[src/rtl/jtx_seq_pkg.sv]
package jtx_seq_pkg;
  localparam logic [7:0] K28_0 = 8'h1C;
  localparam logic [7:0] K28_3 = 8'h7C;
  localparam logic [7:0] K28_4 = 8'h9C;
  localparam logic [7:0] K28_5 = 8'hBC;

  localparam int unsigned ILAS_MFS = 4;

  typedef enum logic [1:0] {
    ST_CGS  = 2'd0,
    ST_ILAS = 2'd1,
    ST_DATA = 2'd2
  } seq_state_e;
endpackage

[src/rtl/jtx_lane_pos_cnt.sv]
module jtx_lane_pos_cnt #(
  parameter int unsigned FRAME_OCTETS  = 2,
  parameter int unsigned FRAMES_PER_MF = 4,
  localparam int unsigned OCT_W = (FRAME_OCTETS > 1) ? $clog2(FRAME_OCTETS) : 1,
  localparam int unsigned FRM_W = (FRAMES_PER_MF > 1) ? $clog2(FRAMES_PER_MF) : 1
) (
  input  logic             clk_i,
  input  logic             rst_ni,
  input  logic             start_i,
  input  logic             adv_i,
  output logic [OCT_W-1:0] oct_o,
  output logic [FRM_W-1:0] frm_o,
  output logic [1:0]       mf_o,
  output logic             frame_end_o,
  output logic             mf_end_o
);
  logic [OCT_W-1:0] oct_q, oct_n;
  logic [FRM_W-1:0] frm_q, frm_n;
  logic [1:0]       mf_q, mf_n;

  // start_i treats the current octet as position 0
  assign oct_o = start_i ? '0 : oct_q;
  assign frm_o = start_i ? '0 : frm_q;
  assign mf_o  = start_i ? '0 : mf_q;

  assign frame_end_o = (oct_o == OCT_W'(FRAME_OCTETS - 1));
  assign mf_end_o    = frame_end_o && (frm_o == FRM_W'(FRAMES_PER_MF - 1));

  always_comb begin
    oct_n = oct_o;
    frm_n = frm_o;
    mf_n  = mf_o;
    if (start_i || adv_i) begin
      if (frame_end_o) begin
        oct_n = '0;
        if (mf_end_o) begin
          frm_n = '0;
          mf_n  = mf_o + 2'd1;
        end else begin
          frm_n = frm_o + FRM_W'(1);
        end
      end else begin
        oct_n = oct_o + OCT_W'(1);
      end
    end
  end

  always_ff @(posedge clk_i or negedge rst_ni) begin
    if (!rst_ni) begin
      oct_q <= '0;
      frm_q <= '0;
      mf_q  <= '0;
    end else begin
      oct_q <= oct_n;
      frm_q <= frm_n;
      mf_q  <= mf_n;
    end
  end
endmodule

[src/rtl/jtx_ilas_gen.sv]
module jtx_ilas_gen
  import jtx_seq_pkg::*;
#(
  parameter int unsigned FRAME_OCTETS  = 2,
  parameter int unsigned FRAMES_PER_MF = 4,
  parameter int unsigned LANES         = 1,
  parameter int unsigned CONVERTERS    = 2,
  parameter int unsigned RESOLUTION    = 16,
  localparam int unsigned OCT_W = (FRAME_OCTETS > 1) ? $clog2(FRAME_OCTETS) : 1,
  localparam int unsigned FRM_W = (FRAMES_PER_MF > 1) ? $clog2(FRAMES_PER_MF) : 1,
  localparam int unsigned MF_OCTETS = FRAME_OCTETS * FRAMES_PER_MF,
  localparam int unsigned POS_W = $clog2(MF_OCTETS),
  localparam int unsigned IDX_W = POS_W + 2,
  localparam int unsigned RMP_W = (IDX_W > 8) ? IDX_W : 8
) (
  input  logic [OCT_W-1:0] oct_i,
  input  logic [FRM_W-1:0] frm_i,
  input  logic [1:0]       mf_i,
  output logic [7:0]       octet_o,
  output logic             k_o
);
  logic [POS_W-1:0] pos;
  logic [RMP_W-1:0] ramp;

  assign pos  = POS_W'(frm_i) * POS_W'(FRAME_OCTETS) + POS_W'(oct_i);
  assign ramp = RMP_W'(mf_i) * RMP_W'(MF_OCTETS) + RMP_W'(pos);

  always_comb begin
    octet_o = ramp[7:0];
    k_o     = 1'b0;
    if (pos == '0) begin
      octet_o = K28_0;
      k_o     = 1'b1;
    end else if (pos == POS_W'(MF_OCTETS - 1)) begin
      octet_o = K28_3;
      k_o     = 1'b1;
    end else if (mf_i == 2'd1) begin
      case (pos)
        POS_W'(1): begin octet_o = K28_4; k_o = 1'b1; end
        POS_W'(2): octet_o = 8'(LANES - 1);
        POS_W'(3): octet_o = 8'(FRAME_OCTETS - 1);
        POS_W'(4): octet_o = 8'(FRAMES_PER_MF - 1);
        POS_W'(5): octet_o = 8'(CONVERTERS - 1);
        POS_W'(6): octet_o = 8'(RESOLUTION - 1);
        default:   octet_o = ramp[7:0];
      endcase
    end
  end
endmodule

[src/rtl/jtx_lane_seq.sv]
module jtx_lane_seq
  import jtx_seq_pkg::*;
#(
  parameter int unsigned FRAME_OCTETS  = 2,
  parameter int unsigned FRAMES_PER_MF = 4,
  parameter int unsigned LANES         = 1,
  parameter int unsigned CONVERTERS    = 2,
  parameter int unsigned RESOLUTION    = 16
) (
  input  logic       clk_i,
  input  logic       rst_ni,
  input  logic       sync_ni,
  input  logic       lmfc_i,
  input  logic [7:0] data_i,
  output logic [7:0] octet_o,
  output logic       k_flag_o,
  output logic       valid_o
);
  localparam int unsigned OCT_W   = (FRAME_OCTETS > 1) ? $clog2(FRAME_OCTETS) : 1;
  localparam int unsigned FRM_W   = (FRAMES_PER_MF > 1) ? $clog2(FRAMES_PER_MF) : 1;
  localparam int unsigned GAP_MIN = FRAME_OCTETS + 9;
  localparam int unsigned GAP_W   = $clog2(GAP_MIN + 1);

  seq_state_e       st_q, st_n;
  logic             lmfc_q;
  logic             lmfc_edge;
  logic [GAP_W-1:0] gap_q, gap_n;
  logic             cnt_start, cnt_adv;
  logic [OCT_W-1:0] oct;
  logic [FRM_W-1:0] frm;
  logic [1:0]       mf;
  logic             frame_end, mf_end;
  logic [7:0]       ilas_octet;
  logic             ilas_k;
  logic [7:0]       octet_n;
  logic             k_n;

  assign lmfc_edge = lmfc_i & ~lmfc_q;

  jtx_lane_pos_cnt #(
    .FRAME_OCTETS (FRAME_OCTETS),
    .FRAMES_PER_MF(FRAMES_PER_MF)
  ) pos_cnt_i (
    .clk_i      (clk_i),
    .rst_ni     (rst_ni),
    .start_i    (cnt_start),
    .adv_i      (cnt_adv),
    .oct_o      (oct),
    .frm_o      (frm),
    .mf_o       (mf),
    .frame_end_o(frame_end),
    .mf_end_o   (mf_end)
  );

  jtx_ilas_gen #(
    .FRAME_OCTETS (FRAME_OCTETS),
    .FRAMES_PER_MF(FRAMES_PER_MF),
    .LANES        (LANES),
    .CONVERTERS   (CONVERTERS),
    .RESOLUTION   (RESOLUTION)
  ) ilas_gen_i (
    .oct_i  (oct),
    .frm_i  (frm),
    .mf_i   (mf),
    .octet_o(ilas_octet),
    .k_o    (ilas_k)
  );

  always_comb begin
    st_n      = st_q;
    gap_n     = gap_q;
    cnt_start = 1'b0;
    cnt_adv   = 1'b0;
    octet_n   = K28_5;
    k_n       = 1'b1;
    if (!sync_ni) begin
      st_n  = ST_CGS;
      gap_n = '0;
    end else begin
      unique case (st_q)
        ST_CGS: begin
          if (lmfc_edge && (gap_q >= GAP_W'(GAP_MIN))) begin
            cnt_start = 1'b1;
            st_n      = ST_ILAS;
            octet_n   = ilas_octet;
            k_n       = ilas_k;
          end else if (gap_q != GAP_W'(GAP_MIN)) begin
            gap_n = gap_q + GAP_W'(1);
          end
        end
        ST_ILAS: begin
          cnt_adv = 1'b1;
          octet_n = ilas_octet;
          k_n     = ilas_k;
          if (mf_end && (mf == 2'(ILAS_MFS - 1))) st_n = ST_DATA;
        end
        ST_DATA: begin
          cnt_adv = 1'b1;
          octet_n = data_i;
          k_n     = 1'b0;
        end
        default: st_n = ST_CGS;
      endcase
    end
  end

  always_ff @(posedge clk_i or negedge rst_ni) begin
    if (!rst_ni) begin
      st_q     <= ST_CGS;
      lmfc_q   <= 1'b0;
      gap_q    <= '0;
      octet_o  <= '0;
      k_flag_o <= 1'b0;
      valid_o  <= 1'b0;
    end else begin
      st_q     <= st_n;
      lmfc_q   <= lmfc_i;
      gap_q    <= gap_n;
      octet_o  <= octet_n;
      k_flag_o <= k_n;
      valid_o  <= 1'b1;
    end
  end
endmodule

[config.mk]
export PLATFORM = sky130hd
export DESIGN_NAME = jtx_lane_seq
export DESIGN_NICKNAME = d
export VERILOG_FILES = /design/src/rtl/jtx_seq_pkg.sv /design/src/rtl/jtx_lane_pos_cnt.sv /design/src/rtl/jtx_ilas_gen.sv /design/src/rtl/jtx_lane_seq.sv
export SDC_FILE = /design/constraint.sdc
export NUM_CORES = 1
export LEC_CHECK = 0
export BUFFER_PORTS_ARGS = -buffer_cell sky130_fd_sc_hd__buf_2
export CAP_MARGIN = 20
export CORE_ASPECT_RATIO = 0.7
export CORE_MARGIN = 3
export CORE_UTILIZATION = 55
export CTS_BUF_LIST = sky130_fd_sc_hd__clkbuf_8
export CTS_CLUSTER_DIAMETER = 60
export DETAILED_ROUTE_END_ITERATION = 6
export PLACE_DENSITY_LB_ADDON = 0.08
export SLEW_MARGIN = 30
export SYNTH_ARGS = -nofsm -noshare
export SYNTH_HDL_FRONTEND = slang
export SYNTH_SLANG_ARGS = --single-unit
export TNS_END_PERCENT = 1
[constraint.sdc]
create_clock -name clk_i -period 3.6 [get_ports clk_i]
set_input_delay 0.36 -clock clk_i [delete_from_list [all_inputs] [get_ports clk_i]]
set_output_delay 0.36 -clock clk_i [all_outputs]
set_load 0.02 [all_outputs]
==> out/qor.yml, run 1 <==
syn_avg_cell_area_um2: 9.44
worst_setup_sp_type: "flip-flop"
synthesized_instance_count: 144
hp_class: "input port to async pin"
timing_worst_setup_path_type: "flip-flop to flip-flop"
final.setup_skew_ns: 0.00204
synth_top_family_by_area: "compound AO/OA/AOI/OAI gates"
drt-initial-drc-count: 68
comb_power_frac: 0.057
seq_power_share: 0.497
globalRouteTotalUtil: 0.201
synth_fa_ha_area_frac: 0.0921
netSwitchingPower_uw: 102
io_buffers: 21
grt_setup_unrepaired: "no"
worstSkewPairLatency_ns: 0.26
multi_input_comb_area_um2: 736
grt_use_met2: 0.324
max-vdd-ir-drop_v: 0.000288
cts_tree: "done"
power.leakage_nw: 0.658
arrival_ns: 3.06
areaGrowthSynthToFinish_pct: 13.1
wire_per_inst_um: 14.8
die_x_um: 65.4
power_density_normalized_to_cell_area_nw_per_um2: 334
post-cts-setup-buffers: 0
synth_compound_gate_area_share: 0.224
layout_commonest_cell: "sky130_fd_sc_hd__dfrtp_1"
synth.net_count: 166
globalRouteMet3Util: 0.0446
globalRoute.totalOverflow: 0
diodes: 0
floorplan.die.height_um: 47.6
vias: 1106
async_set_reset_flop_share_out_of_synthesis: 1.00
most-common-layout-cells: "22 x sky130_fd_sc_hd__dfrtp_1, 21 x sky130_fd_sc_hd__buf_2, 15 x sky130_fd_sc_hd__nand2_1, 10 x sky130_fd_sc_hd__nor2_1, 10 x sky130_fd_sc_hd__ha_1"
clock-sinks: 22
worst_setup_path_end_kind: "flip-flop"
drt_pre_antenna_iters: 4
design.portCount: 22
max_freq_mhz: 344
clock_tree.root_cell: "sky130_fd_sc_hd__clkbuf_8"
drt_drc_violations_left: 0
synth-seq-area-share: 0.405
cts-hold-fix-buffers: 0
dp.final_hpwl_mm: 2.14
synth-main-ff-cell: "sky130_fd_sc_hd__dfrtp_1"
setup_viol: 0
core-area_um2: 2240
grt_pass1_vias: 1006
synth_mux_area_frac: 0.0221
setup.reg_to_reg.worst_slack_ns: 0.69
finalWirelength_mm: 2.85
layout-drive-gt1-share: 0.180
row_count: 14
share_clk_of_total_power: 0.446
cts.htree.levels: 1
nFillCells: 188
clock_buffers_created_by_tritoncts: 3
clock_tree.buffer_depth: 2
synth_xor_xnor_area_share: 0.0129
finalCritPeriodShare: 0.809
grt_max_degree: 23
timing.final.hold_violations: 0
timing.critical_path.fanout_max: 10
wire_length_of_the_first_global_routing_pass_mm: 4.66
gpl.final_weighted_congestion: 0.890
r2r-start: "st_q[0]$_DFFE_PN0P_"
slew_violations: 0
ys_warn_count: 0
final_period_minus_worst_setup_slack_ns: 2.91
max-cap-violations: 0
antenna_found_initial: 0
internal_power_uw: 411
number_of_flip_flops_and_latches_in_the_synthesized_netlist: 22
gr-max-usage-layer: "met2"
worst_ep_required_time_ns: 3.75
ctsResizeCount: 0
drt-vias-per-instance: 5.73
finalSetupTns_ns: 0
rr_worst_depth: 10
die_area_um2: 3110
number_of_enable_flip_flop_cells_after_synthesis: 0
seq_area_um2: 551
finished_cell_area_um2: 1540
dpl-instance-area_um2: 1470
global_route.usage.met1: 0.286
final_antenna_net_count: 0
worst_r2r_endpoint: "octet_o[4]$_DFF_PN0_"
synth_simple_gate_area_share: 0.188
final_nets: 184
power_uw: 514
swShare: 0.199
post_synth_num_cell_types: 44
floorplan.initialDensity: 0.606
run_status: "finished, final reports clean"
post_synthesis_instance_area_um2: 1360
clkTransAtPathRegs_ns: 0.08
## critical path, cell delays in order, from the launching register on
cell and delay (ns):
sky130_fd_sc_hd__dfrtp_1 0.44, sky130_fd_sc_hd__inv_1 0.11, sky130_fd_sc_hd__ha_1 0.38, sky130_fd_sc_hd__and4b_1 0.28
sky130_fd_sc_hd__nand2_1 0.17, sky130_fd_sc_hd__and2_1 0.23, sky130_fd_sc_hd__ha_1 0.32, sky130_fd_sc_hd__nor2b_1 0.19
sky130_fd_sc_hd__o21ai_1 0.08, sky130_fd_sc_hd__a211o_1 0.31, sky130_fd_sc_hd__a221o_1 0.28
## sequential cells by signal, summed over array words and instances (netlist names), 2 cells and up
signal and flops:
pos_cnt_i.mf_q 2, gap_q 4, pos_cnt_i.frm_q 2, octet_o 8, st_q 2
## cell usage after synthesis (2+ instances only)
cell type / count / area [µm²]
sky130_fd_sc_hd__xnor2_1: 2 / 17.5
sky130_fd_sc_hd__a221o_1: 3 / 30.0
sky130_fd_sc_hd__or2_1: 2 / 12.5
sky130_fd_sc_hd__o21ai_0: 3 / 15.0
sky130_fd_sc_hd__o21a_1: 2 / 15.0
sky130_fd_sc_hd__a21boi_1: 2 / 15.0
sky130_fd_sc_hd__nor3b_1: 2 / 15.0
sky130_fd_sc_hd__clkbuf_1: 3 / 11.3
sky130_fd_sc_hd__nand2b_1: 4 / 25.0
sky130_fd_sc_hd__and2_1: 3 / 18.8
sky130_fd_sc_hd__buf_2: 4 / 20.0
sky130_fd_sc_hd__nor2_1: 10 / 37.5
sky130_fd_sc_hd__inv_1: 9 / 33.8
sky130_fd_sc_hd__or3_1: 2 / 12.5
sky130_fd_sc_hd__dfrtp_1: 22 / 551
sky130_fd_sc_hd__mux2i_1: 3 / 30.0
sky130_fd_sc_hd__a211o_1: 3 / 26.3
sky130_fd_sc_hd__o21ai_1: 5 / 25.0
sky130_fd_sc_hd__nor2b_1: 2 / 12.5
sky130_fd_sc_hd__nand3_1: 5 / 25.0
sky130_fd_sc_hd__nand2_1: 15 / 56.3
sky130_fd_sc_hd__ha_1: 10 / 125
sky130_fd_sc_hd__o2bb2ai_1: 2 / 17.5
sky130_fd_sc_hd__o211ai_1: 3 / 22.5
sky130_fd_sc_hd__a21oi_1: 4 / 20.0
## power groups by stage
| stage | logic (mW) | clock network (mW) | registers, mW |
|---|---|---|---|
| after global placement | 0.0282 | 0 | 0.260 |
| after detailed placement | 0.0295 | 0 | 0.260 |
| final | 0.0292 | 0.229 | 0.255 |
| after floorplan | 0.0141 | 0 | 0.260 |
| after CTS | 0.0296 | 0.233 | 0.255 |
| after global routing | 0.0331 | 0.244 | 0.256 |
## through the flow
step	hold WS [ns]	setup slack, ns	utilization	std cells
3_5_place_dp	0.351	0.778	0.653	189
2_1_floorplan	0.0644	1.04	-	144
3_3_place_gp	0.340	0.815	0.653	189
4_1_cts	0.0617	0.723	0.685	193
6_report	0.0483	0.689	0.685	193
5_1_grt	0.0721	0.553	0.685	193
## metal layers
layer,up-vias,part of all wire,wire (µm)
met2,43,0.43,1220
met5,-,0,0
met3,3,0.069,196
met1,513,0.50,1430
li1,547,-,-
met4,0,0.0039,11
## cells by family (layout without fill, tap and decap cells)
kind of cell | count (synthesis) | after routing
AOI/OAI and AO/OA | 39 | 39
xor gates and xnor gates | 2 | 2
adders and majority gates | 10 | 10
buffers and inverters | 17 | 34
DFF | 22 | 22
muxes | 3 | 3
other | 1 | 1
and+or+nand+nor | 50 | 50
## how the worst max path moves through the flow
stage                     cells past startpoint           startpoint              endpoint
after floorplan                              12  st_q[0]$_DFFE_PN0P_  octet_o[2]$_DFF_PN0_
after global placement                       10  st_q[0]$_DFFE_PN0P_  octet_o[4]$_DFF_PN0_
after detailed placement                     10  st_q[0]$_DFFE_PN0P_  octet_o[4]$_DFF_PN0_
after CTS                                    10  st_q[0]$_DFFE_PN0P_  octet_o[4]$_DFF_PN0_
after global routing                         10  st_q[1]$_DFFE_PN0P_  octet_o[2]$_DFF_PN0_
final                                        10  st_q[0]$_DFFE_PN0P_  octet_o[4]$_DFF_PN0_
## final cells by class
class	instances	area share
Clock inverter	1	0.0195
Timing Repair Buffer	21	0.0684
Tap cell	32	0.0261
Inverter	9	0.0220
Sequential cell	22	0.358
Multi-Input combinational cell	105	0.479
Clock buffer	3	0.0269
(Power assumes the default switching activity.)
==> inputs of run 2 (changes only) <==
ABC_AREA = 1   (was unset)
clock period = 2.9 ns   (was 3.6 ns; I/O delays follow)
==> run 2 against run 1 <==
Wire length decreased by 8.5%. Sequential power increased by 46%. Maximum frequency increased by 16%. Highest routed layer unchanged. Worst hold slack improved by 0.089 ns. First-iteration DRC count decreased by 43%. Critical path type unchanged. Combinational power increased to 11 times the previous value.
==> out/qor.yml, run 2 <==
power.leakage_nw: 0.775  # +18%
number_of_enable_flip_flop_cells_after_synthesis: 0  # unchanged
clock-sinks: 22  # unchanged
dp_slack_ns: 0.450  # -0.329 ns
layout-drive-gt1-share: 0.215  # +0.0353
row_count: 14  # unchanged
run_status: "finished, final reports clean"
floorplan.initialDensity: 0.593  # -0.0131
netlist_top_cells_area: "sky130_fd_sc_hd__dfrtp_1 42%, sky130_fd_sc_hd__ha_1 9.6%, sky130_fd_sc_hd__nand2_1 9.5%"
drt_drc_violations_left: 0  # unchanged
ys_warn_count: 0  # unchanged
critical_path.n_buffers_inverters: 3  # +2
critical_path.cell_chain: "inv_1 -> ha_1 -> nand2_1 -> inv_1 -> nand3_2 -> inv_2 -> nor2_1 -> ha_1 -> nand4_1 -> nor2_1 -> o21ai_1 -> nand4_1"
synth.largest_area_cell: "sky130_fd_sc_hd__dfrtp_1"
cts.htree.levels: 1  # unchanged
share_clk_of_total_power: 0.237  # -0.209
max-cap-violations: 0  # unchanged
top_register: "octet_o"
worstSetupStartpoint: "st_q[0]$_DFFE_PN0P_"
critical-path-top-delay-family: "simple AND/OR/NAND/NOR gates"
drt_pre_antenna_iters: 4  # unchanged
nFillCells: 184  # -2.1%
diodes: 0  # unchanged
io_buffers: 21  # unchanged
core-area_um2: 2210  # -1.6%
post-route-worst-setup-slack_ns: 0.392  # -0.297 ns
areaGrowthSynthToFinish_pct: 14.5
syn_avg_cell_area_um2: 8.28  # -12%
reg_top3: "octet_o (8), gap_q (4)"
power_density_normalized_to_cell_area_nw_per_um2: 614  # +84%
synth-main-ff-cell: "sky130_fd_sc_hd__dfrtp_1"
globalRoute.totalOverflow: 0  # unchanged
max_stage_delay_ns: 0.43  # about the same
worstSkewPairLatency_ns: 0.27  # about the same
largest_reg_flops: 8  # unchanged
async_set_reset_flop_share_out_of_synthesis: 1.00  # unchanged
timing_worst_setup_path_type: "flip-flop to flip-flop"
netlist_top_cells_count: "33 x sky130_fd_sc_hd__nand2_1, 22 x sky130_fd_sc_hd__dfrtp_1, 19 x sky130_fd_sc_hd__inv_1"
finalSetupTns_ns: 0  # unchanged
design.portCount: 22  # unchanged
floorplan.die.height_um: 46.8  # -1.6%
drt-vias-per-instance: 5.13  # -11%
final_antenna_net_count: 0  # unchanged
synth_most_common_cell: "sky130_fd_sc_hd__nand2_1"
final_nets: 204  # +11%
synth-seq-area-share: 0.421  # +0.0155
grt_setup_unrepaired: "no"
post-cts-setup-buffers: 0  # unchanged
finalCritPeriodShare: 0.865  # +0.0563
final.setup_skew_ns: 0.00625  # +0.00422 ns
swShare: 0.377  # +0.177
layout_commonest_cell: "sky130_fd_sc_hd__nand2_1"
internal_power_uw: 573  # +39%
setup_viol: 0  # unchanged
wire_length_of_the_first_global_routing_pass_mm: 4.31  # -7.7%
worst_ep_required_time_ns: 3.11  # -0.64 ns
max_freq_mhz: 399  # +16%
clock_buffers_created_by_tritoncts: 3  # unchanged
worst_setup_path_end_kind: "flip-flop"
clock_tree.root_cell: "sky130_fd_sc_hd__clkbuf_8"
slowest_stage: "sky130_fd_sc_hd__dfrtp_1"
most-common-layout-cells: "33 x sky130_fd_sc_hd__nand2_1, 22 x sky130_fd_sc_hd__dfrtp_1, 21 x sky130_fd_sc_hd__buf_2, 19 x sky130_fd_sc_hd__inv_1, 14 x sky130_fd_sc_hd__nor2_1"
hp_class: "input port to flip-flop"
die_area_um2: 3010  # -3.3%
max-vdd-ir-drop_v: 0.000375  # +30%
drt-initial-drc-count: 39  # -43%
synth.net_count: 180  # +8.4%
worst_setup_sp_type: "flip-flop"
seq_power_share: 0.405  # -0.092
ctsResizeCount: 0  # unchanged
dp.final_hpwl_mm: 2.01  # -6.0%
die_x_um: 64.3  # -1.7%
cts_tree: "done"
grt_max_degree: 23  # unchanged
number_of_flip_flops_and_latches_in_the_synthesized_netlist: 22  # unchanged
synthesized_instance_count: 158  # +9.7%
timing.critical_path.fanout_max: 12  # +2
slew_violations: 0  # unchanged
post_synth_num_cell_types: 30  # -32%
final_period_minus_worst_setup_slack_ns: 2.51  # -0.403 ns
vias: 1092  # -1.3%
whs_ns: 0.137  # +0.0891 ns
min_from: "lmfc_i"
globalRouteTotalUtil: 0.196  # -0.00490
r2r-start: "st_q[0]$_DFFE_PN0P_"
arrival_ns: 2.72  # -0.34 ns
post-synth-top-area-fraction: 0.421  # +0.0155
timing.final.hold_violations: 0  # unchanged
clock_tree.buffer_depth: 2  # unchanged
finalWirelength_mm: 2.61  # -8.5%
clkTransAtPathRegs_ns: 0.08  # about the same
comb_power_frac: 0.358  # +0.301
netSwitchingPower_uw: 346  # +240%
post_synthesis_instance_area_um2: 1310  # -3.7%
wire_per_inst_um: 12.2  # -17%
gpl.final_weighted_congestion: 0.882  # -0.91%
antenna_found_initial: 0  # unchanged
grt_pass1_vias: 966  # -4.0%
-- run 2: changes by cell type in the layout (fill, tap and decap cells not counted), moves of 4 or more --
cell                       previous run  this run
sky130_fd_sc_hd__o21ai_0              3         8
sky130_fd_sc_hd__a21oi_1              4        11
sky130_fd_sc_hd__nand3_1              5        10
sky130_fd_sc_hd__nand2_1             15        33
sky130_fd_sc_hd__o21ai_1              5         1
sky130_fd_sc_hd__nor2_1              10        14
sky130_fd_sc_hd__inv_1                9        19
sky130_fd_sc_hd__nand2b_1             4         0
-- run 2: path summary, 6_finish.rpt --
kind | endpoint | cells after the start | slack [ns]
min in group asynchronous | octet_o[7]$_DFF_PN0_ | 2 | 0.50
setup / recovery | octet_o[4]$_DFF_PN0_ | 12 | 0.39
setup reg to reg | octet_o[4]$_DFF_PN0_ | 12 | 0.39
max in group asynchronous | pos_cnt_i.frm_q[0]$_DFF_PN0_ | 2 | 2.07
hold reg to reg | gap_q[0]$_DFFE_PN0P_ | 2 | 0.56
hold / removal | lmfc_q$_DFF_PN0_ | 1 | 0.14
-- run 2: power by group through the flow --
stage / clock (mW) / combinational [mW] / sequential (mW)
after detailed placement: 0 / 0.322 / 0.377
after global routing: 0.241 / 0.380 / 0.377
after CTS: 0.226 / 0.328 / 0.371
after floorplan: 0 / 0.273 / 0.363
after global placement: 0 / 0.318 / 0.376
final: 0.218 / 0.329 / 0.373
-- run 2: layer usage --
metal | global-route usage | up-vias | routed length (µm)
met3 | 0.0670 | 7 | 199
met1 | 0.240 | 491 | 1240
met4 | 0.101 | 0 | 57
met5 | 0 | - | 0
met2 | 0.318 | 35 | 1110
li1 | - | 559 | -
-- run 2: repair_timing --
action	4_1_cts	5_1_grt
setup endpoints to repair	0	0
hold endpoints to repair	22	0
hold buffers	1	0
-- run 2: area by class of cell --
class                      instances  area [µm²]  area share
sequential                        22         551       0.367
inverter                          21        78.8      0.0526
tap                               32        40.0      0.0267
timing repair buffer              22         115      0.0768
multi-input combinational        112         659       0.440
clock buffer                       4        55.1      0.0367
-- run 2: stage by stage --
step | cell area [µm²] | utilization | std cells | total power [mW]
floorplan | 1310 | - | 158 | 0.636
global placement | 1430 | 0.650 | 208 | 0.694
detailed placement | 1430 | 0.650 | 208 | 0.699
CTS | 1500 | 0.679 | 213 | 0.925
global route | 1500 | 0.679 | 213 | 0.997
finish | 1500 | 0.679 | 213 | 0.920
-- run 2: logic make-up after synthesis --
logic type	after synthesis	share of synthesized area
adder cells (fa/ha/maj)	10	0.0956
XOR/XNOR	1	0.00669
flip-flops	22	0.421
AO/OA/AOI/OAI	25	0.105
other	1	0.00287
buffers and inverters	24	0.0755
multiplexers	1	0.00765
AND/OR/NAND/NOR	74	0.286
==> inputs of run 3 (changes only) <==
==> constraint.sdc (replaced) <==
create_clock -name clk_i -period 2.9 [get_ports clk_i]
set_input_delay 0.58 -clock clk_i [delete_from_list [all_inputs] [get_ports clk_i]]
set_output_delay 0.58 -clock clk_i [all_outputs]
set_load 0.02 [all_outputs]
==> run 3 against run 2 <==
Clock power fell by 2%. Worst hold slack improved by 0.13 ns. Wire length fell by 3.4%.
==> out/qor.yml, run 3 (same netlist as run 2, synthesis figures left out) <==
grt_use_met2: 0.289  # -0.0287
io_buffers: 21  # unchanged
areaGrowthSynthToFinish_pct: 13.8
diodes: 0  # unchanged
drt_drc_violations_left: 0  # unchanged
finalSetupTns_ns: 0  # unchanged
gpl.final_weighted_congestion: 0.861  # -2.4%
max-cap-violations: 0  # unchanged
seq_power_share: 0.410  # +0.005
dp_slack_ns: 0.471  # +0.0207 ns
share_clk_of_total_power: 0.234  # -0.003
comb_power_frac: 0.356  # -0.002
internal_power_uw: 572  # -0.18%
drt-initial-drc-count: 50  # +28%
whs_ns: 0.268  # +0.131 ns
max-vdd-ir-drop_v: 0.000317  # -15%
timing_worst_setup_path_type: "flip-flop to flip-flop"
vias: 1092  # unchanged
arrival_ns: 2.64  # -0.08 ns
worstSkewPairLatency_ns: 0.26  # about the same
floorplan.die.height_um: 46.8  # unchanged
cts.htree.levels: 1  # unchanged
run_status: "finished, final reports clean"
max_freq_mhz: 411  # +3.0%
clock_buffers_created_by_tritoncts: 3  # unchanged
post-cts-setup-buffers: 0  # unchanged
wire_per_inst_um: 11.9  # -3.0%
top_register: "octet_o"
reg_top3: "octet_o (8), gap_q (4)"
global_route.usage.met1: 0.244  # +0.00416
swShare: 0.373  # -0.00360
setup_viol: 0  # unchanged
clock_tree.root_cell: "sky130_fd_sc_hd__clkbuf_8"
final_antenna_net_count: 0  # unchanged
most-common-layout-cells: "33 x sky130_fd_sc_hd__nand2_1, 22 x sky130_fd_sc_hd__dfrtp_1, 21 x sky130_fd_sc_hd__buf_2, 19 x sky130_fd_sc_hd__inv_1, 14 x sky130_fd_sc_hd__nor2_1"
power_density_normalized_to_cell_area_nw_per_um2: 613  # about the same
grt_pass1_vias: 934  # -3.3%
globalRouteMet3Util: 0.0622  # -0.00478
antenna_found_initial: 0  # unchanged
clkTransAtPathRegs_ns: 0.07  # about the same
finalWirelength_mm: 2.52  # -3.4%
worst_ep_required_time_ns: 3.11  # about the same
dp.final_hpwl_mm: 1.96  # -2.5%
dpl-instance-area_um2: 1430  # unchanged
worst_setup_path_end_kind: "flip-flop"
core-area_um2: 2210  # unchanged
slew_violations: 0  # unchanged
finalCritPeriodShare: 0.839  # -0.0254
globalRoute.totalOverflow: 0  # unchanged
cts-hold-fix-buffers: 0  # -1
gr-max-usage-layer: "met2"
die_area_um2: 3010  # unchanged
drt_pre_antenna_iters: 4  # unchanged
layout_commonest_cell: "sky130_fd_sc_hd__nand2_1"
drt-vias-per-instance: 5.15  # +0.47%
clock-sinks: 22  # unchanged
final_period_minus_worst_setup_slack_ns: 2.43  # -0.0736 ns
globalRouteTotalUtil: 0.185  # -0.0108
ctsResizeCount: 0  # unchanged
largest_reg_flops: 8  # unchanged
die_x_um: 64.3  # unchanged
timing.critical_path.fanout_max: 12  # unchanged
floorplan.initialDensity: 0.593  # unchanged
wire_length_of_the_first_global_routing_pass_mm: 4.13  # -4.0%
power.leakage_nw: 0.770  # -0.54%
grt_setup_unrepaired: "no"
layout-drive-gt1-share: 0.217  # +0.00120
netSwitchingPower_uw: 341  # -1.7%
final.setup_skew_ns: 0.00253  # -0.00372 ns
clock_tree.buffer_depth: 2  # unchanged
row_count: 14  # unchanged
finished_cell_area_um2: 1490  # -0.67%
worst_setup_sp_type: "flip-flop"
design.portCount: 22  # unchanged
final_nets: 203  # -0.49%
cts_tree: "done"
hp_class: "input port to async pin"
post-route-worst-setup-slack_ns: 0.466  # +0.0736 ns
grt_max_degree: 23  # unchanged
power_uw: 913  # -0.75%
timing.final.hold_violations: 0  # unchanged
## run 3: cell count changes in the layout (fill, tap and decap cells not counted)
cell	change
sky130_fd_sc_hd__dlygate4sd3_1	-1
## run 3: per-stage QoR
step | cells | util
2_1_floorplan | 158 | -
3_3_place_gp | 208 | 0.650
3_5_place_dp | 208 | 0.650
4_1_cts | 212 | 0.675
5_1_grt | 212 | 0.675
6_report | 212 | 0.675
## run 3: final timing paths
check	slack (ns)	cells past startpoint	startpoint	to
setup reg to reg	0.47	13	st_q[0]$_DFFE_PN0P_	st_q[1]$_DFFE_PN0P_
min in group clk_i	0.43	1	lmfc_i	lmfc_q$_DFF_PN0_
hold reg to reg	0.58	2	gap_q[0]$_DFFE_PN0P_	gap_q[0]$_DFFE_PN0P_
max in group asynchronous	2.31	1	rst_ni	pos_cnt_i.frm_q[0]$_DFF_PN0_
hold / removal	0.27	1	rst_ni	gap_q[2]$_DFFE_PN0P_
setup / recovery	0.47	13	st_q[0]$_DFFE_PN0P_	st_q[1]$_DFFE_PN0P_
## run 3: area by class of cell
type / instances / area (µm²)
fillers: 187 / 718
multi-input cells: 112 / 659
flip-flops and latches: 22 / 551
repair buffers: 21 / 105
inverters: 21 / 78.8
clock buffers: 4 / 55.1
well taps: 32 / 40.0
## run 3: power groups by stage
stage                     Clock [mW]  Sequential, mW  Combinational [mW]
after CTS                      0.224           0.372               0.325
after detailed placement           0           0.379               0.323
after floorplan                    0           0.363               0.273
final                          0.214           0.374               0.325
after global placement             0           0.376               0.319
after global routing           0.236           0.377               0.375
## run 3: metal layers
metal / vias up / share of wire / wire length, µm
met5: - / 0 / 0
met4: 0 / 0.012 / 31
met3: 6 / 0.088 / 221
met2: 38 / 0.41 / 1030
met1: 492 / 0.49 / 1230
li1: 556 / - / -
## run 3: worst max-delay path, stage by stage, from the launching register on
cell,delay (ns)
sky130_fd_sc_hd__dfrtp_1,0.43
sky130_fd_sc_hd__inv_1,0.09
sky130_fd_sc_hd__ha_1,0.24
sky130_fd_sc_hd__nand2_1,0.07
sky130_fd_sc_hd__inv_1,0.04
sky130_fd_sc_hd__nand3_2,0.21
sky130_fd_sc_hd__inv_2,0.09
sky130_fd_sc_hd__nor2_1,0.30
sky130_fd_sc_hd__ha_1,0.22
sky130_fd_sc_hd__nand4_1,0.09
sky130_fd_sc_hd__a21oi_1,0.19
sky130_fd_sc_hd__nand2_1,0.13
sky130_fd_sc_hd__a21oi_1,0.15
sky130_fd_sc_hd__o21a_1,0.13
